$ cat config.mk
export PLATFORM = sky130hd
export DESIGN_NAME = mmio_divider
export DESIGN_NICKNAME = d
export VERILOG_FILES = /design/src/rtl/div_pkg.sv /design/src/rtl/div_operand_prep.sv /design/src/rtl/div_radix_step.sv /design/src/rtl/div_result_fixup.sv /design/src/rtl/mmio_divider.sv
export SDC_FILE = /design/constraint.sdc
export NUM_CORES = 1
export LEC_CHECK = 0
export ABC_AREA = 0
export ABC_CLOCK_PERIOD_IN_PS = 42100
export BUFFER_PORTS_ARGS = -buffer_cell sky130_fd_sc_hd__buf_2
export CORE_MARGIN = 2
export CORE_UTILIZATION = 65
export CTS_CLUSTER_SIZE = 12
export DETAILED_ROUTE_END_ITERATION = 6
export GPL_TIMING_DRIVEN = 0
export PLACE_DENSITY = 0.83
export REMOVE_ABC_BUFFERS = 1
export SLEW_MARGIN = 10
export SYNTH_ARGS = -nofsm -noshare
export SYNTH_HDL_FRONTEND = slang
export SYNTH_SLANG_ARGS = --single-unit
export TNS_END_PERCENT = 5
$ cat constraint.sdc
create_clock -name clk -period 42.1 [get_ports clk]
set_clock_uncertainty 0.15 [all_clocks]
set_input_delay 6.315 -clock clk [delete_from_list [all_inputs] [get_ports clk]]
set_output_delay 6.315 -clock clk [all_outputs]
set_load 0.05 [all_outputs]
$ cat src/rtl/div_pkg.sv
`timescale 1ns/1ps
package div_pkg;
    localparam int REG_ADDR_W = 3;

    typedef enum logic [REG_ADDR_W-1:0] {
        A_UNUM  = 3'd0,
        A_UDEN  = 3'd1,
        A_SNUM  = 3'd2,
        A_SDEN  = 3'd3,
        A_QUOT  = 3'd4,
        A_REM   = 3'd5,
        A_STAT  = 3'd6,
        A_RSVD  = 3'd7
    } div_addr_e;

    localparam int STAT_READY_BIT = 0;
    localparam int STAT_DIRTY_BIT = 1;
endpackage

$ cat src/rtl/div_operand_prep.sv
`timescale 1ns/1ps
module div_operand_prep #(
    parameter int W = 32
) (
    input  logic [W-1:0] num_i,
    input  logic [W-1:0] den_i,
    input  logic         signed_i,
    output logic [W-1:0] mag_num_o,
    output logic [W-1:0] mag_den_o,
    output logic         neg_q_o,
    output logic         neg_r_o
);
    logic num_neg, den_neg;

    always_comb begin
        num_neg   = signed_i & num_i[W-1];
        den_neg   = signed_i & den_i[W-1];
        mag_num_o = num_neg ? (~num_i + 1'b1) : num_i;
        mag_den_o = den_neg ? (~den_i + 1'b1) : den_i;
        neg_q_o   = num_neg ^ den_neg;
        neg_r_o   = num_neg;
    end
endmodule

$ cat src/rtl/div_radix_step.sv
`timescale 1ns/1ps
module div_radix_step #(
    parameter int W = 32,
    parameter int K = 4
) (
    input  logic [W-1:0] rem_i,
    input  logic [W-1:0] quo_i,
    input  logic [W-1:0] den_i,
    output logic [W-1:0] rem_o,
    output logic [W-1:0] quo_o
);
    logic [W-1:0] r_c [K+1];
    logic [W-1:0] q_c [K+1];

    assign r_c[0] = rem_i;
    assign q_c[0] = quo_i;

    for (genvar i = 0; i < K; i++) begin : g_bit
        logic [W:0] trial;
        logic [W:0] diff;
        logic       fits;
        assign trial    = {r_c[i], q_c[i][W-1]};
        assign diff     = trial - {1'b0, den_i};
        assign fits     = (trial >= {1'b0, den_i});
        assign r_c[i+1] = fits ? diff[W-1:0] : trial[W-1:0];
        assign q_c[i+1] = {q_c[i][W-2:0], fits};
    end

    assign rem_o = r_c[K];
    assign quo_o = q_c[K];
endmodule

$ cat src/rtl/div_result_fixup.sv
`timescale 1ns/1ps
module div_result_fixup #(
    parameter int W = 32
) (
    input  logic [W-1:0] mag_q_i,
    input  logic [W-1:0] mag_r_i,
    input  logic         neg_q_i,
    input  logic         neg_r_i,
    output logic [W-1:0] quot_o,
    output logic [W-1:0] rem_o
);
    always_comb begin
        quot_o = neg_q_i ? (~mag_q_i + 1'b1) : mag_q_i;
        rem_o  = neg_r_i ? (~mag_r_i + 1'b1) : mag_r_i;
    end
endmodule

$ cat src/rtl/mmio_divider.sv
`timescale 1ns/1ps
module mmio_divider
    import div_pkg::*;
#(
    parameter int DATA_W         = 32,
    parameter int BITS_PER_CYCLE = 4
) (
    input  logic                  clk,
    input  logic                  rst_n,
    input  logic                  bus_valid,
    input  logic                  bus_write,
    input  logic [REG_ADDR_W-1:0] bus_addr,
    input  logic [DATA_W-1:0]     bus_wdata,
    output logic [DATA_W-1:0]     bus_rdata
);
    localparam int STEPS = DATA_W / BITS_PER_CYCLE;
    localparam int CNT_W = $clog2(STEPS + 1);

    typedef struct packed {
        logic [DATA_W-1:0] num;
        logic [DATA_W-1:0] den;
        logic [DATA_W-1:0] quot;
        logic [DATA_W-1:0] rem;
        logic [DATA_W-1:0] part_r;
        logic [DATA_W-1:0] part_q;
        logic [DATA_W-1:0] den_mag;
        logic [CNT_W-1:0]  left;
        logic              is_signed;
        logic              neg_q;
        logic              neg_r;
        logic              ready;
        logic              dirty;
    } state_t;

    state_t st_d, st_q;

    // bus decode
    logic wr_acc, rd_acc, num_alias, den_alias, wr_op, wr_res, rd_quot;
    always_comb begin
        wr_acc    = bus_valid & bus_write;
        rd_acc    = bus_valid & ~bus_write;
        num_alias = (bus_addr == A_UNUM) || (bus_addr == A_SNUM);
        den_alias = (bus_addr == A_UDEN) || (bus_addr == A_SDEN);
        wr_op     = wr_acc & (num_alias | den_alias);
        wr_res    = wr_acc & ((bus_addr == A_QUOT) || (bus_addr == A_REM));
        rd_quot   = rd_acc & (bus_addr == A_QUOT);
    end

    // operand values as they will be after this cycle's write
    logic [DATA_W-1:0] nxt_num, nxt_den;
    logic              nxt_signed;
    always_comb begin
        nxt_num    = (wr_op && num_alias) ? bus_wdata : st_q.num;
        nxt_den    = (wr_op && den_alias) ? bus_wdata : st_q.den;
        nxt_signed = (bus_addr == A_SNUM) || (bus_addr == A_SDEN);
    end

    logic [DATA_W-1:0] mag_num, mag_den;
    logic              prep_neg_q, prep_neg_r;

    div_operand_prep #(.W(DATA_W)) u_prep (
        .num_i     (nxt_num),
        .den_i     (nxt_den),
        .signed_i  (nxt_signed),
        .mag_num_o (mag_num),
        .mag_den_o (mag_den),
        .neg_q_o   (prep_neg_q),
        .neg_r_o   (prep_neg_r)
    );

    logic [DATA_W-1:0] step_r, step_q;

    div_radix_step #(.W(DATA_W), .K(BITS_PER_CYCLE)) u_step (
        .rem_i (st_q.part_r),
        .quo_i (st_q.part_q),
        .den_i (st_q.den_mag),
        .rem_o (step_r),
        .quo_o (step_q)
    );

    logic [DATA_W-1:0] fix_q, fix_r;

    div_result_fixup #(.W(DATA_W)) u_fix (
        .mag_q_i (step_q),
        .mag_r_i (step_r),
        .neg_q_i (st_q.neg_q),
        .neg_r_i (st_q.neg_r),
        .quot_o  (fix_q),
        .rem_o   (fix_r)
    );

    // next-state computation
    always_comb begin
        st_d = st_q;
        if (wr_op) begin
            st_d.num       = nxt_num;
            st_d.den       = nxt_den;
            st_d.is_signed = nxt_signed;
            st_d.part_r    = '0;
            st_d.part_q    = mag_num;
            st_d.den_mag   = mag_den;
            st_d.neg_q     = prep_neg_q;
            st_d.neg_r     = prep_neg_r;
            st_d.left      = CNT_W'(STEPS);
            st_d.ready     = 1'b0;
            st_d.dirty     = 1'b1;
        end else if (wr_res) begin
            if (bus_addr == A_QUOT) begin
                st_d.quot = bus_wdata;
            end else begin
                st_d.rem  = bus_wdata;
            end
            st_d.left  = '0;
            st_d.ready = 1'b1;
            st_d.dirty = 1'b1;
        end else begin
            if (rd_quot) begin
                st_d.dirty = 1'b0;
            end
            if (!st_q.ready) begin
                st_d.part_r = step_r;
                st_d.part_q = step_q;
                st_d.left   = st_q.left - 1'b1;
                if (st_q.left == CNT_W'(1)) begin
                    st_d.ready = 1'b1;
                    st_d.quot  = fix_q;
                    st_d.rem   = fix_r;
                end
            end
        end
    end

    always_ff @(posedge clk or negedge rst_n) begin
        if (!rst_n) begin
            st_q       <= '0;
            st_q.ready <= 1'b1;
        end else begin
            st_q <= st_d;
        end
    end

    // read mux
    always_comb begin
        bus_rdata = '0;
        case (bus_addr)
            A_UNUM, A_SNUM: bus_rdata = st_q.num;
            A_UDEN, A_SDEN: bus_rdata = st_q.den;
            A_QUOT:         bus_rdata = st_q.quot;
            A_REM:          bus_rdata = st_q.rem;
            A_STAT: begin
                bus_rdata[STAT_READY_BIT] = st_q.ready;
                bus_rdata[STAT_DIRTY_BIT] = st_q.dirty;
            end
            default:        bus_rdata = '0;
        endcase
    end

    logic ready_q, dirty_q;
    assign ready_q = st_q.ready;
    assign dirty_q = st_q.dirty;
endmodule

==> metrics.md <==
| Metric | Value |
|---|---|
| Status | finished, violations left |
| Failing checks | DRC |
| Ys flop type | dfrtp_1 |
| Slowest CP cell | o211ai_1 |
| Final nets | 2915 |
| Crit start category | register |
| Post-synthesis sequential area ratio | 0.2626 |
| Slew Limit Headroom | 0.1238 |
| Worst EP required | 42340 ps |
| Hold/Removal Path Class | reg2reg |
| Initial DRC count | 3594 |
| Crit path time final | 20420 ps |
| CP arrival | 20660 ps |
| Post-synth top area share | 0.2614 |
| Clock sink total | 231 |
| PostCTS Resize Cnt | 0 |
| Via count | 23160 |
| Die X-Extent | 188.1 um |
| Area growth, synth to finish | 7.790% |
| Synth cell types | 95 |
| Synth top area cells | dfrtp_1, ha_1, mux2i_1 |
| Vias per inst | 7.238 |
| Synth area leader | dfrtp_1 |
| Kind of critical path | reg2reg |
| Post-synth EDFFs | 0 |
| Max Cap Viol | 0 |
| Vias in the first global route | 22070 |
| Register area | 0.005782 sq mm |
| DP Area | 0.02297 sq mm |
| Synth Register Bits | 231 |
| Number of antenna violations at the first check in global routing | 1 |
| First-pass GRT wire length | 126400 um |
| CTS tree | built |
| GP Congestion | 0.9962 |
| HP Start | st_q[154] |
| Total CTS buffers | 25 |
| Worst Setup SP | st_q[10] |
| Final slew viol count | 0 |
| 1st-pass router iterations | 7 |
| Setup_tns | 0 ps |
| Post-DP HPWL | 59950 um |
| Most frequent cells in the layout | nand2_1, dfrtp_1, o21ai_0, nor2_1, a21oi_1 |
| Root Buffer | clkbuf_16 |
| Die height | 188.1 um |
| CP bufs+invs | 9 |
| Clk buf depth | 3 |
| Reg clk slew, reported paths | 60 ps |
| Mean Syn Cell Area | 7.993 sq um |
| Critical path capture point type | register |
| Ys Warns | 0 |
| Largest net degree at the start of global routing | 113 |
| Post-CTS setup buffers | 0 |
| Initial Util | 0.6584 |
| Latest clock arrival within the worst-skew pair | 540 ps |
| Final Setup Violations | 0 |
| Core ar. | 0.03345 sq mm |
| GRT Util Overall | 0.4586 |
| Antenna viol nets, final | 0 |
| WL/cell | 25.90 um |
| Mapped Area | 0.02202 sq mm |
| Footprint of the multi-input gates | 0.01526 sq mm |
| Cts hold-fix bufs | 0 |
| Async set-reset flop share out of synthesis | 1.000 |
| Fin. Hold Viols | 0 |
| # IOs | 71 |
| Flop-to-flop setup slack | 21680 ps |
| Worst hold stages | 2 |
| Residual DRC | 2 |
| Commonest non-fill, non-tap cell in the layout | nand2_1 |
| IO buf count | 70 |
| Worst Path Max Fanout | 31 |
| Reg2reg end | st_q[129] |
| Hold Path End | st_q[154] |
| Slew of the pin with the lowest slew margin | 1309 ps |
| Die ar. | 0.03537 sq mm |
| # fillers | 2431 |
| RSZ-0062 raised after global routing | no |
| Rows | 67 |
| Layout cell share with drive strength beyond 1 | 0.08982 |
| Largest stage delay on the critical path | 860 ps |
| Overflow after GRT | 0 |
| Post-route cell area | 0.02374 sq mm |
| Htree depth | 1 |
| CP delay by family, top | compound AO/OA/AOI/OAI gates |
| Worst r2r path cells | 55 |
| CP dominant cell by count | ha_1 |
| Worst R2R Start | st_q[10] |
| Routed WL | 82890 um |
| Fin crit share | 0.4850 |
| Synth Instances | 2755 |
| Max frequency | 48.97 MHz |
## layout make-up
class,instances,area share
sequential,231,0.2436
clock inverter,5,0.002372
tap,448,0.02362
inverter,148,0.02340
clock buffer,34,0.02947
antenna,2,0.0002108
multi-input combinational,2239,0.6427
timing repair buffer,93,0.03463
## flip-flops by register name, indices dropped and copies added (netlist names)
signal and flops:
dirty_q 1, ready_q 1, st_q 229
## synth_stat cells (all sizes together) (18+ instances only)
cell,n
nand3,37
nor2b,21
clkbuf,112
buf,25
a31oi,26
nor2,225
o21ai,235
a21o,45
o211ai,22
a21boi,18
a22oi,31
nand4,25
dfrtp,230
nand2,333
a21oi,194
xor2,57
inv,147
mux2i,147
mux2,55
xnor2,158
o21a,33
o22ai,37
nor3,42
ha,134
and3,32
o31ai,50
## worst min-delay path, cell delays in order, from the launching register on
cell and delay [ps]:
dfrtp_1 340, nand2_1 50, o31ai_1 50
## how the worst max path moves through the flow
stage | to | slack (ps) | cells after the start
6_report | st_q[129] | 21680 | 55
3_5_place_dp | st_q[131] | 22540 | 55
2_1_floorplan | st_q[125] | 24640 | 48
3_3_place_gp | st_q[129] | 14240 | 50
4_1_cts | st_q[129] | 22420 | 55
5_1_grt | st_q[125] | 21510 | 55
## logic make-up after synthesis
family,synth area share
mux,0.09716
xor+xnor,0.08551
compound gates,0.2485
buf+inv,0.04949
simple gates,0.1770
fa+ha+maj,0.07977
flops,0.2626
## stage by stage
step / util / cells / setup WS [ps] / hold slack [ps]
after floorplan: - / 2618 / 24640 / 290.7
after global placement: 0.6696 / 3136 / 14240 / 307.0
after detailed placement: 0.6868 / 3159 / 22540 / 314.8
after CTS: 0.7093 / 3198 / 22420 / 328.0
after global routing: 0.7095 / 3198 / 21510 / 346.3
final: 0.7096 / 3200 / 21680 / 325.8
## routing by layer
| layer | routed length, um | GRT usage |
|---|---|---|
| met1 | 31270 | 0.5905 |
| met2 | 35990 | 0.7129 |
| met3 | 9402 | 0.09077 |
| met4 | 6227 | 0.2801 |
| met5 | 0 | 0 |
Power is not shown: default switching activity piles up to over one toggle a cycle in this logic, so the estimate is an artifact.
